<file path="src/rtl/pclk_pkg.sv">
package pclk_pkg;
  typedef enum logic [2:0] {
    ST_IDLE,
    ST_CHECK,
    ST_LAUNCH,
    ST_WAIT,
    ST_DECIDE
  } pclk_state_t;
endpackage

</file>
<file path="src/rtl/pclk_rdiv.sv">
module pclk_rdiv #(
  parameter int W = 32
) (
  input  logic         clk,
  input  logic         rst,
  input  logic         start_i,
  input  logic [W-1:0] dividend_i,
  input  logic [W-1:0] divisor_i,
  output logic         done_o,
  output logic [W-1:0] quo_o,
  output logic [W-1:0] rem_o
);
  localparam int CW = $clog2(W + 1);

  logic         busy_q, done_q;
  logic [CW-1:0] cnt_q;
  logic [W-1:0] dvs_q, dvd_q, rem_q, quo_q;
  logic [W:0]   shifted, diff;

  always_comb begin
    shifted = {rem_q, quo_q[W-1]};
    diff    = shifted - {1'b0, dvs_q};
  end

  always_ff @(posedge clk) begin
    if (rst) begin
      busy_q <= 1'b0;
      done_q <= 1'b0;
      cnt_q  <= '0;
      dvs_q  <= '0;
      dvd_q  <= '0;
      rem_q  <= '0;
      quo_q  <= '0;
    end else begin
      done_q <= 1'b0;
      if (start_i && !busy_q) begin
        busy_q <= 1'b1;
        cnt_q  <= CW'(W);
        dvs_q  <= divisor_i;
        dvd_q  <= dividend_i;
        quo_q  <= dividend_i;
        rem_q  <= '0;
      end else if (busy_q) begin
        if (!diff[W]) begin
          rem_q <= diff[W-1:0];
          quo_q <= {quo_q[W-2:0], 1'b1};
        end else begin
          rem_q <= shifted[W-1:0];
          quo_q <= {quo_q[W-2:0], 1'b0};
        end
        cnt_q <= cnt_q - CW'(1);
        if (cnt_q == CW'(1)) begin
          busy_q <= 1'b0;
          done_q <= 1'b1;
        end
      end
    end
  end

  assign done_o = done_q;
  assign quo_o  = quo_q;
  assign rem_o  = rem_q;


  div_exact_chk: assert property (@(posedge clk) disable iff (rst)
    (done_q && dvs_q != '0) |->
      (((2*W)'(quo_q) * (2*W)'(dvs_q) + (2*W)'(rem_q)) == (2*W)'(dvd_q)) && (rem_q < dvs_q));
endmodule

</file>
<file path="src/rtl/pclk_prescale.sv">
module pclk_prescale #(
  parameter int W         = 32,
  parameter int BASE      = 256016,
  parameter int MIN_PS    = 5000,
  parameter int MAX_SHIFT = 3
) (
  input  logic [W-1:0] req_i,
  output logic         too_big_o,
  output logic [1:0]   ps_o,
  output logic [W-1:0] l_o
);
  localparam logic [W-1:0] REQ_LIMIT = W'(BASE) << MAX_SHIFT;

  logic [W-1:0] eff;
  logic [W+3:0] scaled16;

  always_comb begin
    eff       = (req_i < W'(MIN_PS)) ? W'(MIN_PS) : req_i;
    too_big_o = eff > REQ_LIMIT;
    scaled16  = {eff, 4'b0000};
    ps_o      = (scaled16 < (W+4)'(BASE)) ? 2'd3 : 2'd2;
    l_o       = eff << ps_o;
  end
endmodule

</file>
<file path="src/rtl/pclk_search.sv">
module pclk_search #(
  parameter int W         = 32,
  parameter int BASE      = 256016,
  parameter int KMAX      = 31,
  parameter int NMAX      = 128,
  parameter int MIN_PS    = 5000,
  parameter int MAX_SHIFT = 3
) (
  input  logic                      clk,
  input  logic                      rst,
  input  logic                      start_i,
  input  logic                      rev_i,
  input  logic [W-1:0]              req_ps_i,
  output logic                      done_o,
  output logic                      err_o,
  output logic [$clog2(KMAX+1)-1:0] k_o,
  output logic [$clog2(NMAX)-1:0]   n_o,
  output logic [1:0]                p_o,
  output logic [W-1:0]              period_o
);
  import pclk_pkg::*;

  localparam int KW         = $clog2(KMAX + 1);
  localparam int NW         = $clog2(NMAX);
  localparam int BUSY_LIMIT = KMAX * (W + 3) + 8;
  localparam int CCW        = $clog2(BUSY_LIMIT + 2);

  pclk_state_t  st_q;
  logic         rev_q;
  logic [W-1:0] req_q, l_q, best_rem_q;
  logic [KW-1:0] kc_q, best_k_q;
  logic [NW-1:0] best_n_q;
  logic [1:0]   ps_q;

  logic         too_big;
  logic [1:0]   ps_w;
  logic [W-1:0] l_w;

  logic         div_start, div_done;
  logic [W-1:0] dvd_w, dvs_w, quo_w, rem_w;
  logic [KW-1:0] sel_k;
  logic         accept;

  pclk_prescale #(
    .W(W), .BASE(BASE), .MIN_PS(MIN_PS), .MAX_SHIFT(MAX_SHIFT)
  ) u_pre (
    .req_i(req_q), .too_big_o(too_big), .ps_o(ps_w), .l_o(l_w)
  );

  always_comb begin
    sel_k     = rev_q ? k_o : kc_q;
    dvd_w     = W'(BASE) * W'(sel_k);
    dvs_w     = rev_q ? W'(n_o) : l_q;
    div_start = (st_q == ST_LAUNCH);
    accept    = (quo_w != '0) && (quo_w < W'(NMAX)) && (rem_w < best_rem_q);
  end

  pclk_rdiv #(.W(W)) u_div (
    .clk(clk), .rst(rst), .start_i(div_start),
    .dividend_i(dvd_w), .divisor_i(dvs_w),
    .done_o(div_done), .quo_o(quo_w), .rem_o(rem_w)
  );

  always_ff @(posedge clk) begin
    if (rst) begin
      st_q       <= ST_IDLE;
      rev_q      <= 1'b0;
      req_q      <= '0;
      l_q        <= '0;
      best_rem_q <= '0;
      kc_q       <= '0;
      best_k_q   <= '0;
      best_n_q   <= '0;
      ps_q       <= '0;
      done_o     <= 1'b0;
      err_o      <= 1'b0;
      k_o        <= '0;
      n_o        <= '0;
      p_o        <= '0;
      period_o   <= '0;
    end else begin
      done_o <= 1'b0;
      case (st_q)
        ST_IDLE: if (start_i) begin
          rev_q <= rev_i;
          if (rev_i) begin
            if (n_o == '0) begin
              done_o   <= 1'b1;
              err_o    <= 1'b1;
              period_o <= '0;
            end else begin
              st_q <= ST_LAUNCH;
            end
          end else begin
            req_q <= req_ps_i;
            st_q  <= ST_CHECK;
          end
        end
        ST_CHECK: begin
          if (too_big) begin
            done_o <= 1'b1;
            err_o  <= 1'b1;
            k_o    <= '0;
            n_o    <= '0;
            p_o    <= '0;
            st_q   <= ST_IDLE;
          end else begin
            l_q        <= l_w;
            ps_q       <= ps_w;
            kc_q       <= KW'(1);
            best_rem_q <= l_w;
            best_k_q   <= '0;
            best_n_q   <= '0;
            st_q       <= ST_LAUNCH;
          end
        end
        ST_LAUNCH: st_q <= ST_WAIT;
        ST_WAIT: if (div_done) begin
          if (rev_q) begin
            period_o <= quo_w >> p_o;
            err_o    <= 1'b0;
            done_o   <= 1'b1;
            st_q     <= ST_IDLE;
          end else begin
            if (accept) begin
              best_k_q   <= kc_q;
              best_n_q   <= NW'(quo_w);
              best_rem_q <= rem_w;
            end
            if (kc_q == KW'(KMAX)) begin
              st_q <= ST_DECIDE;
            end else begin
              kc_q <= kc_q + KW'(1);
              st_q <= ST_LAUNCH;
            end
          end
        end
        ST_DECIDE: begin
          done_o <= 1'b1;
          st_q   <= ST_IDLE;
          if (best_k_q == '0 || best_n_q == '0) begin
            err_o <= 1'b1;
            k_o   <= '0;
            n_o   <= '0;
            p_o   <= '0;
          end else begin
            err_o <= 1'b0;
            k_o   <= best_k_q;
            n_o   <= best_n_q;
            p_o   <= ps_q;
          end
        end
        default: st_q <= ST_IDLE;
      endcase
    end
  end

  // Cycle counter for the completion bound check
  logic [CCW-1:0] busy_cyc_q;
  always_ff @(posedge clk) begin
    if (rst || st_q == ST_IDLE) busy_cyc_q <= '0;
    else if (busy_cyc_q != '1)  busy_cyc_q <= busy_cyc_q + CCW'(1);
  end


  done_pulse_chk: assert property (@(posedge clk) disable iff (rst)
    done_o |=> !done_o);

  run_bound_chk: assert property (@(posedge clk) disable iff (rst)
    busy_cyc_q <= CCW'(BUSY_LIMIT));

  err_clear_chk: assert property (@(posedge clk) disable iff (rst)
    (done_o && err_o && !rev_q) |-> (k_o == '0 && n_o == '0 && p_o == '0));

  n_range_chk: assert property (@(posedge clk) disable iff (rst)
    (done_o && !err_o && !rev_q) |-> (n_o != '0 && k_o != '0 && p_o >= 2'd2));

  too_big_chk: assert property (@(posedge clk) disable iff (rst)
    (st_q == ST_CHECK && too_big) |=> (done_o && err_o));

  busy_ignore_chk: assert property (@(posedge clk) disable iff (rst)
    (st_q != ST_IDLE && start_i) |=> ($stable(req_q) && $stable(rev_q)));
endmodule

</file>
<file path="config.mk">
export PLATFORM = sky130hd
export DESIGN_NAME = pclk_search
export DESIGN_NICKNAME = d
export VERILOG_FILES = /design/src/rtl/pclk_pkg.sv /design/src/rtl/pclk_rdiv.sv /design/src/rtl/pclk_prescale.sv /design/src/rtl/pclk_search.sv
export SDC_FILE = /design/constraint.sdc
export NUM_CORES = 1
export LEC_CHECK = 0
export BUFFER_PORTS_ARGS = -buffer_cell sky130_fd_sc_hd__buf_2
export CORE_ASPECT_RATIO = 1.4
export CORE_MARGIN = 4
export CORE_UTILIZATION = 55
export CTS_BUF_LIST = sky130_fd_sc_hd__clkbuf_16
export CTS_CLUSTER_SIZE = 40
export DETAILED_ROUTE_END_ITERATION = 8
export HOLD_SLACK_MARGIN = 0.06
export MAX_ROUTING_LAYER = met4
export PLACE_DENSITY = 0.73
export SLEW_MARGIN = 20
export SYNTH_ARGS = -nofsm -noshare
export SYNTH_HDL_FRONTEND = slang
export SYNTH_HIERARCHICAL = 1
export SYNTH_SLANG_ARGS = --single-unit
</file>
<file path="constraint.sdc">
create_clock -name clk -period 5.6 [get_ports clk]
set_input_delay 0.28 -clock clk [delete_from_list [all_inputs] [get_ports clk]]
set_output_delay 0.28 -clock clk [all_outputs]
set_load 0.01 [all_outputs]
</file>
==> report_table.html, run 1 <==
<table>
<tr><th>Metric</th><th>Value</th></tr>
<tr><th colspan="2">Global route</th></tr>
<tr><td>Global-route usage over all layers</td><td>0.274</td></tr>
<tr><td>Largest net degree at the start of global routing</td><td>218</td></tr>
<tr><td>Global-route wire length before repair</td><td>72,800 um</td></tr>
<tr><td>Overflow left after global routing</td><td>0</td></tr>
<tr><td>Vias in the first global route</td><td>14,570</td></tr>
<tr><td>Number of antenna violations at the first check in global routing</td><td>0</td></tr>
<tr><th colspan="2">Route</th></tr>
<tr><td>Detailed Routing Iterations Pass 1</td><td>9</td></tr>
<tr><td>Final Routed Wirelength</td><td>44,600 um</td></tr>
<tr><td>Remaining routing DRC violations</td><td>0</td></tr>
<tr><td>Per-cell via count in the routed design</td><td>5.91</td></tr>
<tr><td>Routed wirelength normalized by instance count</td><td>17.7 um</td></tr>
<tr><td>Total number of vias</td><td>14,840</td></tr>
<tr><td>Remaining antenna violation count after routing</td><td>0</td></tr>
<tr><td>Number of DRC violations after detailed-routing iteration 0</td><td>1,024</td></tr>
<tr><th colspan="2">Cells and area</th></tr>
<tr><td>ANT cells</td><td>0</td></tr>
<tr><td>Fraction of layout cells with a size suffix above 1</td><td>0.119</td></tr>
<tr><td>Fill cells</td><td>2,570</td></tr>
<tr><td>Number of nets in the layout</td><td>2,248</td></tr>
<tr><td>Final Util</td><td>0.620</td></tr>
<tr><td>Synth-to-Final Area Change</td><td>10.3%</td></tr>
<tr><th colspan="2">Worst setup path</th></tr>
<tr><td>Worst-path cell with the longest stage delay</td><td>sky130_fd_sc_hd__fa_1</td></tr>
<tr><td>Critical path arrival</td><td>5.03 ns</td></tr>
<tr><td>Required time of the critical path</td><td>6.00 ns</td></tr>
<tr><td>Endpoint type of the worst setup path</td><td>flop</td></tr>
<tr><td>Setup crit start kind</td><td>flop</td></tr>
<tr><td>Most prevalent standard cell on the critical path</td><td>sky130_fd_sc_hd__inv_1</td></tr>
<tr><td>Count of buffer and inverter cells on the critical path</td><td>4</td></tr>
<tr><td>Family of cells with the greatest summed delay on the critical path</td><td>adder cells</td></tr>
<tr><td>Slowest cell delay on critical path</td><td>0.54 ns</td></tr>
<tr><td>Worst setup path category</td><td>reg -&gt; reg</td></tr>
<tr><td>Maximum fanout count along the critical path</td><td>38</td></tr>
<tr><td>Cells along the critical path</td><td>buf_4 &gt; mux2i_1 &gt; inv_1 &gt; ha_1 &gt; inv_1 &gt; fa_1 &gt; fa_1 &gt; inv_1 &gt; ha_1 &gt; nor2b_1 &gt; o21ai_0 &gt; a21boi_0 &gt; o21ai_0 &gt; nor2b_1 &gt; xnor2_1 &gt; mux2i_1 &gt; nor2_1 &gt; a21oi_1 &gt; nor2_1</td></tr>
<tr><th colspan="2">STA</th></tr>
<tr><td>Final setup fails</td><td>0</td></tr>
<tr><td>Maximum frequency from static timing analysis</td><td>216 MHz</td></tr>
<tr><td>Skew final</td><td>0.0152 ns</td></tr>
<tr><td>Headroom to the max-slew limit</td><td>0.288</td></tr>
<tr><td>Setup TNS after final layout</td><td>0 ns</td></tr>
<tr><td>Setup repair after global routing missed its margin</td><td>false</td></tr>
<tr><td>Worst Hold Slack</td><td>0.183 ns</td></tr>
<tr><td>Number of max-slew violations in the final report</td><td>0</td></tr>
<tr><td>Minimum clock period</td><td>4.64 ns</td></tr>
<tr><td>Transition at the pin with the smallest max-transition slack</td><td>1.07 ns</td></tr>
<tr><td>Final Cycle Share</td><td>0.828</td></tr>
<tr><td>Final hold violation count</td><td>0</td></tr>
<tr><th colspan="2">Yosys</th></tr>
<tr><td>Mapped cell area</td><td>16,500 um^2</td></tr>
<tr><td>Sequential fraction of the synthesis area</td><td>0.329</td></tr>
<tr><td>Number of standard cells after synthesis</td><td>2,089</td></tr>
<tr><td>Synth Flop Type</td><td>sky130_fd_sc_hd__dfxtp_1</td></tr>
<tr><td>Synthesized flop and latch total</td><td>271</td></tr>
<tr><td>Synthesis Warnings</td><td>6</td></tr>
<tr><td>Share of synthesized registers carrying an async set or reset</td><td>0</td></tr>
<tr><td>Number of library cell types mapped by synthesis</td><td>71</td></tr>
<tr><td>Count of flip-flops with a built-in enable after synthesis</td><td>0</td></tr>
<tr><td>Average footprint of a synthesized cell</td><td>7.89 um^2</td></tr>
<tr><th colspan="2">Die</th></tr>
<tr><td>Initial core utilization</td><td>0.562</td></tr>
<tr><td>Top Ports</td><td>84</td></tr>
<tr><td>Overall die height</td><td>213 um</td></tr>
<tr><td>Die footprint</td><td>32,800 um^2</td></tr>
<tr><td>Std-Cell Core Area</td><td>29,400 um^2</td></tr>
<tr><td>Number of placement rows</td><td>74</td></tr>
<tr><td>Chip Width</td><td>154 um</td></tr>
<tr><th colspan="2">Clocking</th></tr>
<tr><td>Sinks on the clock net</td><td>271</td></tr>
<tr><td>Number of instances resized during post-cts repair</td><td>0</td></tr>
<tr><td>CTS tree</td><td>yes</td></tr>
<tr><td>Num CTS Buffers</td><td>29</td></tr>
<tr><td>Clock tree buffer depth</td><td>3</td></tr>
<tr><td>Clock tree root buffer cell</td><td>sky130_fd_sc_hd__clkbuf_16</td></tr>
<tr><td>Total number of H-tree levels</td><td>1</td></tr>
<tr><td>Clock-pin slew reported for the worst setup and hold paths after clock tree synthesis</td><td>0.06 ns</td></tr>
<tr><td>Insertion delay to the later sink of the worst-skew pair</td><td>0.55 ns</td></tr>
<tr><th colspan="2">Job</th></tr>
<tr><td>Reported max-cap violation count</td><td>0</td></tr>
<tr><th colspan="2">Min path</th></tr>
<tr><td>Kind of path behind the tightest hold check</td><td>in -&gt; reg</td></tr>
<tr><th colspan="2">Placed design</th></tr>
<tr><td>HPWL after DPL</td><td>30,100 um</td></tr>
<tr><td>Port buffer count</td><td>83</td></tr>
<tr><td>Placer congestion estimate</td><td>0.886</td></tr>
<tr><th colspan="2">Pwr</th></tr>
<tr><td>Total chip power</td><td>6.82 mW</td></tr>
<tr><td>IR drop worst, VDD</td><td>0.000472 V</td></tr>
<tr><td>Leakage power of the design</td><td>7.14 nW</td></tr>
<tr><td>Cell area power density</td><td>375 nW/um^2</td></tr>
<tr><th colspan="2">Run status</th></tr>
<tr><td>Run status</td><td>complete, no violations</td></tr>
</table>
## where the power goes
group / leakage, nW / internal (mW) / total (mW) / switching (mW)
logic: 4.48 / 1.16 / 2.82 / 1.67
clock network: 0.470 / 1.02 / 1.79 / 0.772
registers: 2.19 / 2.04 / 2.21 / 0.166
total: 7.14 / 4.21 / 6.82 / 2.60
## cell type report
type                    instances  area (um^2)  area share
multi-input cells            1570        10100       0.554
flip-flops and latches        271         5430       0.299
repair buffers                134          925      0.0508
clock buffers                  29          726      0.0399
well taps                     380          475      0.0261
inverters                     107          402      0.0221
clock inverters                22          141     0.00778
## placed cells by master (no fill, tap or decap), drive strengths merged, types with 34 or more instances in the layout
cell,instances
a21oi,286
a311oi,35
buf,99
dfxtp,271
dlygate4sd3,34
ha,88
inv,118
mux2,58
mux2i,76
nand2,399
nand3,48
nor2,160
nor2b,34
o21ai,70
## worst paths after layout
path                                   start              end  slack (ns)  cells after the start
worst max-delay path                   rev_q  u_div/quo_o[20]        0.96                     19
worst min-delay path                   rev_i          st_q[1]        0.18                      3
worst max register to register         rev_q  u_div/quo_o[20]        0.96                     19
worst min register to register  period_o[26]     period_o[26]        0.45                      2
## through the flow
stage | setup slack [ns] | cell area (um^2) | std cells
after CTS | 0.977 | 18100 | 2512
after global routing | 0.576 | 18200 | 2513
after global placement | 1.10 | 16900 | 2427
after detailed placement | 1.01 | 16900 | 2427
after floorplan | 1.06 | 16500 | 2104
final | 0.962 | 18200 | 2513
## synth_stat cells (4+ instances only)
cell type                   count  area [um^2]
sky130_fd_sc_hd__o21a_1         8         60.1
sky130_fd_sc_hd__clkbuf_1     120          450
sky130_fd_sc_hd__a31oi_1        6         37.5
sky130_fd_sc_hd__nand2_1      398         1490
sky130_fd_sc_hd__o21bai_1       5         37.5
sky130_fd_sc_hd__dfxtp_1      271         5430
sky130_fd_sc_hd__buf_2         16         80.1
sky130_fd_sc_hd__nor2_1       159          597
sky130_fd_sc_hd__a21boi_0       4         30.0
sky130_fd_sc_hd__o2111ai_1      5         43.8
sky130_fd_sc_hd__o21ai_1        7         35.0
sky130_fd_sc_hd__mux2i_1       76          761
sky130_fd_sc_hd__a21oi_1      283         1420
sky130_fd_sc_hd__nor4_1        17          106
sky130_fd_sc_hd__o211ai_1       4         30.0
sky130_fd_sc_hd__nor3b_1       15          113
sky130_fd_sc_hd__inv_1        107          402
sky130_fd_sc_hd__ha_1          88         1100
sky130_fd_sc_hd__o21ai_0       63          315
sky130_fd_sc_hd__a211oi_1       8         60.1
sky130_fd_sc_hd__buf_6          8         90.1
sky130_fd_sc_hd__fa_1          11          220
sky130_fd_sc_hd__and3_1        12         75.1
sky130_fd_sc_hd__a22oi_1       15          113
sky130_fd_sc_hd__or4_1          4         30.0
sky130_fd_sc_hd__xnor2_1       24          210
sky130_fd_sc_hd__nand3_1       48          240
sky130_fd_sc_hd__and2_1         7         43.8
sky130_fd_sc_hd__mux4_2        25          563
sky130_fd_sc_hd__nand2b_1      12         75.1
sky130_fd_sc_hd__a21o_1        17          128
sky130_fd_sc_hd__xor2_1        17          149
sky130_fd_sc_hd__nor2b_1       34          213
sky130_fd_sc_hd__nor3_1        21          105
sky130_fd_sc_hd__nand4_1       17          106
sky130_fd_sc_hd__or2_2          6         37.5
sky130_fd_sc_hd__buf_1          9         33.8
sky130_fd_sc_hd__a311oi_1      34          298
sky130_fd_sc_hd__mux2_2        57          642
## what timing repair did
item,in CTS,in global routing
hold buffers,34,0
setup endpoints to repair,0,0
setup buffers,0,0
endpoints found under the hold margin,33,0
## registers in the layout, summed over array words and instances (netlist names), 5 cells and up
| signal | count |
|---|---|
| best_rem_q | 32 |
| l_q | 32 |
| period_o | 32 |
| req_q | 32 |
| u_div/dvs_q | 32 |
| u_div/quo_o | 32 |
| u_div/rem_o | 32 |
| best_n_q | 7 |
| n_o | 7 |
| u_div/cnt_q | 6 |
| best_k_q | 5 |
| k_o | 5 |
| kc_q | 5 |
## cell families after synthesis
| logic type | synth area share |
|---|---|
| buffers and inverters | 0.0654 |
| DFF | 0.329 |
| xor gates and xnor gates | 0.0234 |
| adders and majority gates | 0.0801 |
| AOI/OAI and AO/OA | 0.176 |
| muxes | 0.120 |
| and+or+nand+nor | 0.205 |
| other | 0.000683 |
## worst reg2reg max path, stage by stage, from the launching register on
cell	delay, ns
sky130_fd_sc_hd__dfxtp_1	0.42
sky130_fd_sc_hd__buf_4	0.50
sky130_fd_sc_hd__mux2i_1	0.37
sky130_fd_sc_hd__inv_1	0.20
sky130_fd_sc_hd__ha_1	0.23
sky130_fd_sc_hd__inv_1	0.06
sky130_fd_sc_hd__fa_1	0.43
sky130_fd_sc_hd__fa_1	0.54
sky130_fd_sc_hd__inv_1	0.05
sky130_fd_sc_hd__ha_1	0.32
sky130_fd_sc_hd__nor2b_1	0.14
sky130_fd_sc_hd__o21ai_0	0.19
sky130_fd_sc_hd__a21boi_0	0.16
sky130_fd_sc_hd__o21ai_0	0.25
sky130_fd_sc_hd__nor2b_1	0.20
sky130_fd_sc_hd__xnor2_1	0.08
sky130_fd_sc_hd__mux2i_1	0.13
sky130_fd_sc_hd__nor2_1	0.05
sky130_fd_sc_hd__a21oi_1	0.12
sky130_fd_sc_hd__nor2_1	0.05
## routing by layer
layer  vias to the layer above  track usage  routed length, um  part of all wire
li1                       7238            -                  -                 -
met1                      6996        0.305              17300              0.39
met2                       475        0.492              23000              0.52
met3                       131       0.0227               1820             0.041
met4                         0        0.138               2490             0.056
met5                         -            -                  0                 0
Power figures use the tool's default switching activity.
==> run 2: changes to the inputs <==
==> constraint.sdc (replaced) <==
create_clock -name clk -period 4.4 [get_ports clk]
set_input_delay 0.22 -clock clk [delete_from_list [all_inputs] [get_ports clk]]
set_output_delay 0.22 -clock clk [all_outputs]
set_load 0.01 [all_outputs]
==> run 2 against run 1 <==
Against the previous run:
- critical path depth shrank 1
- register-to-register slack worse by 0.61 ns
- via count barely moved
- clock skew decreased by 0.0056 ns
- sequential share of layout area decreased by 0.24 points
- largest cell class unchanged
- largest power group unchanged
- final cell count rose by 0.52%
- total power rose by 29%
- clock-buffer cell count unchanged
- wire length up 0.92%
- sequential power grew 27%
==> report_table.html, run 2 (same netlist as run 1, synthesis figures left out) <==
<table>
<tr><th>Metric</th><th>Value</th></tr>
<tr><th colspan="2">Run status</th></tr>
<tr><td>Run status</td><td>complete, no violations (unchanged)</td></tr>
<tr><th colspan="2">STA</th></tr>
<tr><td>Setup repair after global routing missed its margin</td><td>false (unchanged)</td></tr>
<tr><td>Transition at the pin with the smallest max-transition slack</td><td>1.14 ns (was 1.07 ns)</td></tr>
<tr><td>Final hold violation count</td><td>0 (unchanged)</td></tr>
<tr><td>Skew final</td><td>0.00964 ns (was 0.0152 ns)</td></tr>
<tr><td>Final setup fails</td><td>0 (unchanged)</td></tr>
<tr><td>Crit path setup slack, layout</td><td>0.357 ns (was 0.962 ns)</td></tr>
<tr><td>Headroom to the max-slew limit</td><td>0.241 (was 0.288)</td></tr>
<tr><td>Setup TNS after final layout</td><td>0 ns (unchanged)</td></tr>
<tr><td>Maximum frequency from static timing analysis</td><td>247 MHz (was 216 MHz)</td></tr>
<tr><td>Minimum clock period</td><td>4.04 ns (was 4.64 ns)</td></tr>
<tr><td>Final Cycle Share</td><td>0.919 (was 0.828)</td></tr>
<tr><td>Number of max-slew violations in the final report</td><td>0 (unchanged)</td></tr>
<tr><th colspan="2">Route</th></tr>
<tr><td>Remaining routing DRC violations</td><td>0 (unchanged)</td></tr>
<tr><td>Routed wirelength normalized by instance count</td><td>17.8 um (was 17.7 um)</td></tr>
<tr><td>Detailed Routing Iterations Pass 1</td><td>6 (was 9)</td></tr>
<tr><td>Number of DRC violations after detailed-routing iteration 0</td><td>971 (was 1,024)</td></tr>
<tr><td>Final Routed Wirelength</td><td>45,000 um (was 44,600 um)</td></tr>
<tr><td>Remaining antenna violation count after routing</td><td>0 (unchanged)</td></tr>
<tr><td>Total number of vias</td><td>14,853 (was 14,840)</td></tr>
<tr><td>Per-cell via count in the routed design</td><td>5.88 (was 5.91)</td></tr>
<tr><th colspan="2">Clocking</th></tr>
<tr><td>Sinks on the clock net</td><td>271 (unchanged)</td></tr>
<tr><td>Num CTS Buffers</td><td>29 (unchanged)</td></tr>
<tr><td>Clock tree root buffer cell</td><td>sky130_fd_sc_hd__clkbuf_16 (unchanged)</td></tr>
<tr><td>Clock-pin slew reported for the worst setup and hold paths after clock tree synthesis</td><td>0.06 ns (about the same)</td></tr>
<tr><td>Clock tree buffer depth</td><td>3 (unchanged)</td></tr>
<tr><td>CTS tree</td><td>yes (unchanged)</td></tr>
<tr><td>Insertion delay to the later sink of the worst-skew pair</td><td>0.56 ns (was 0.55 ns)</td></tr>
<tr><td>Total number of H-tree levels</td><td>1 (unchanged)</td></tr>
<tr><th colspan="2">Placed design</th></tr>
<tr><td>Minimum setup slack after placement</td><td>0.111 ns (was 1.01 ns)</td></tr>
<tr><td>Port buffer count</td><td>83 (unchanged)</td></tr>
<tr><td>Placer congestion estimate</td><td>0.907 (was 0.886)</td></tr>
<tr><td>HPWL after DPL</td><td>30,800 um (was 30,100 um)</td></tr>
<tr><th colspan="2">Die</th></tr>
<tr><td>Number of placement rows</td><td>74 (unchanged)</td></tr>
<tr><td>Die footprint</td><td>32,800 um^2 (unchanged)</td></tr>
<tr><td>Std-Cell Core Area</td><td>29,400 um^2 (unchanged)</td></tr>
<tr><td>Top Ports</td><td>84 (unchanged)</td></tr>
<tr><td>Initial core utilization</td><td>0.562 (unchanged)</td></tr>
<tr><td>Overall die height</td><td>213 um (unchanged)</td></tr>
<tr><td>Chip Width</td><td>154 um (unchanged)</td></tr>
<tr><th colspan="2">Worst setup path</th></tr>
<tr><td>Worst-path cell with the longest stage delay</td><td>sky130_fd_sc_hd__fa_1 (unchanged)</td></tr>
<tr><td>Endpoint type of the worst setup path</td><td>flop (unchanged)</td></tr>
<tr><td>Maximum fanout count along the critical path</td><td>7 (was 38)</td></tr>
<tr><td>Worst setup path category</td><td>reg -&gt; reg (unchanged)</td></tr>
<tr><td>Family of cells with the greatest summed delay on the critical path</td><td>adder cells (unchanged)</td></tr>
<tr><td>Setup crit start kind</td><td>flop (unchanged)</td></tr>
<tr><td>Slowest cell delay on critical path</td><td>0.54 ns (about the same)</td></tr>
<tr><td>Critical path arrival</td><td>4.44 ns (was 5.03 ns)</td></tr>
<tr><td>Cells along the critical path</td><td>mux2_4 &gt; inv_1 &gt; fa_1 &gt; inv_1 &gt; fa_1 &gt; inv_1 &gt; fa_1 &gt; inv_1 &gt; ha_1 &gt; o21ai_0 &gt; a21boi_1 &gt; o21ai_1 &gt; nor2b_1 &gt; xnor2_1 &gt; mux2i_1 &gt; nor2_1 &gt; a21oi_1 &gt; nor2_1 (was buf_4 &gt; mux2i_1 &gt; inv_1 &gt; ha_1 &gt; inv_1 &gt; fa_1 &gt; fa_1 &gt; inv_1 &gt; ha_1 &gt; nor2b_1 &gt; o21ai_0 &gt; a21boi_0 &gt; o21ai_0 &gt; nor2b_1 &gt; xnor2_1 &gt; mux2i_1 &gt; nor2_1 &gt; a21oi_1 &gt; nor2_1)</td></tr>
<tr><td>Count of buffer and inverter cells on the critical path</td><td>4 (unchanged)</td></tr>
<tr><td>Required time of the critical path</td><td>4.80 ns (was 6.00 ns)</td></tr>
<tr><td>Reg-to-reg slack, setup</td><td>0.36 ns (was 0.96 ns)</td></tr>
<tr><td>Most prevalent standard cell on the critical path</td><td>sky130_fd_sc_hd__inv_1 (unchanged)</td></tr>
<tr><th colspan="2">Cells and area</th></tr>
<tr><td>Final Util</td><td>0.625 (was 0.620)</td></tr>
<tr><td>Number of nets in the layout</td><td>2,261 (was 2,248)</td></tr>
<tr><td>Fill cells</td><td>2,562 (was 2,570)</td></tr>
<tr><td>Most frequent cells in the layout</td><td>397 x sky130_fd_sc_hd__nand2_1, 283 x sky130_fd_sc_hd__a21oi_1, 268 x sky130_fd_sc_hd__dfxtp_1 (was 397 x sky130_fd_sc_hd__nand2_1, 283 x sky130_fd_sc_hd__a21oi_1, 269 x sky130_fd_sc_hd__dfxtp_1)</td></tr>
<tr><td>Commonest non-fill, non-tap cell in the layout</td><td>sky130_fd_sc_hd__nand2_1 (unchanged)</td></tr>
<tr><td>Synth-to-Final Area Change</td><td>11.3% (was 10.3%)</td></tr>
<tr><td>Fraction of layout cells with a size suffix above 1</td><td>0.128 (was 0.119)</td></tr>
<tr><th colspan="2">Global route</th></tr>
<tr><td>Overflow left after global routing</td><td>0 (unchanged)</td></tr>
<tr><td>Number of antenna violations at the first check in global routing</td><td>1 (was 0)</td></tr>
<tr><td>Global-route wire length before repair</td><td>73,900 um (was 72,800 um)</td></tr>
<tr><td>Global-route usage over all layers</td><td>0.279 (was 0.274)</td></tr>
<tr><td>Vias in the first global route</td><td>14,956 (was 14,570)</td></tr>
<tr><td>Largest net degree at the start of global routing</td><td>239 (was 218)</td></tr>
<tr><th colspan="2">Pwr</th></tr>
<tr><td>Part of the total power dissipated in the clock network</td><td>0.267 (was 0.263)</td></tr>
<tr><td>Relative contribution of combinational cells to total power</td><td>0.414 (about the same)</td></tr>
<tr><td>Relative contribution of sequential cells to total power</td><td>0.319 (was 0.323)</td></tr>
<tr><td>Leakage power of the design</td><td>7.19 nW (was 7.14 nW)</td></tr>
<tr><td>IR drop worst, VDD</td><td>0.000496 V (was 0.000472 V)</td></tr>
<tr><td>Net switching power</td><td>3.38 mW (was 2.60 mW)</td></tr>
<tr><td>Share of total power consumed by net switching</td><td>0.384 (was 0.382)</td></tr>
<tr><td>Cell area power density</td><td>480 nW/um^2 (was 375 nW/um^2)</td></tr>
<tr><td>Cell-internal power</td><td>5.42 mW (was 4.21 mW)</td></tr>
<tr><td>Total chip power</td><td>8.80 mW (was 6.82 mW)</td></tr>
<tr><th colspan="2">Min path</th></tr>
<tr><td>Kind of path behind the tightest hold check</td><td>in -&gt; reg (unchanged)</td></tr>
<tr><th colspan="2">Job</th></tr>
<tr><td>Reported max-cap violation count</td><td>0 (unchanged)</td></tr>
</table>
==> run 2: cell types whose count changed in the layout (fill, tap and decap cells not counted), moves of 2 or more <==
cell | before | now
sky130_fd_sc_hd__clkinvlp_4 | 0 | 3
sky130_fd_sc_hd__buf_4 | 15 | 25
sky130_fd_sc_hd__clkinv_1 | 4 | 6
sky130_fd_sc_hd__inv_1 | 118 | 108
sky130_fd_sc_hd__buf_12 | 1 | 4
sky130_fd_sc_hd__clkinv_2 | 5 | 7
==> run 2: timing repair <==
| item | 4_1_cts | 5_1_grt |
|---|---|---|
| buffers inserted | 0 | 0 |
| gates resized for setup | 0 | 7 |
| endpoints found under the hold margin | 34 | 0 |
| setup endpoints to repair | 0 | 4 |
| hold buffers | 35 | 0 |
==> run 2: through the flow <==
stage	cells	hold slack, ns	cell area (um^2)
final	2526	0.0914	18300
after global routing	2526	0.0965	18300
after CTS	2525	0.0816	18300
after detailed placement	2440	0.442	17100
after global placement	2440	0.437	17100
after floorplan	2104	0.356	16500
==> run 2: per-layer routing <==
layer | wire (um) | vias to the layer above | GRT usage
met5 | 0 | - | -
met4 | 2850 | 0 | 0.161
met3 | 1820 | 166 | 0.0300
met2 | 23400 | 396 | 0.502
met1 | 16900 | 7041 | 0.295
li1 | - | 7250 | -
==> run 2: final timing paths <==
check,startpoint,to,cells after the start
max,rev_q,u_div/quo_o[20],18
min,rst,u_div/dvs_q[25],2
max reg2reg,rev_q,u_div/quo_o[20],18
min reg2reg,l_q[14],l_q[14],2
==> run 2: final cells by class <==
| class | count | area (um^2) | share of cell area |
|---|---|---|---|
| diodes | 1 | 2.50 | 0.000136 |
| clock buffers | 29 | 726 | 0.0396 |
| clock inverters | 21 | 164 | 0.00893 |
| inverters | 107 | 402 | 0.0219 |
| multi-input cells | 1570 | 10100 | 0.550 |
| flip-flops and latches | 271 | 5440 | 0.296 |
| well taps | 380 | 475 | 0.0259 |
| repair buffers | 147 | 1040 | 0.0568 |
==> run 2: worst reg2reg max path: cells and delay by family, from the launching register on <==
kind | cells | cell delay [ns]
buf+inv | 4 | 0.28
simple gates | 3 | 0.26
mux | 2 | 0.40
flops | 1 | 0.39
fa+ha+maj | 4 | 1.86
xor+xnor | 1 | 0.12
compound gates | 4 | 0.58
==> run 2: power by group through the flow <==
stage | logic [mW] | clock network (mW) | registers [mW]
after floorplan | 2.92 | 0 | 2.77
after global placement | 3.51 | 0 | 2.86
after detailed placement | 3.58 | 0 | 2.86
after CTS | 3.62 | 2.38 | 2.81
after global routing | 4.03 | 2.47 | 2.83
final | 3.65 | 2.35 | 2.81
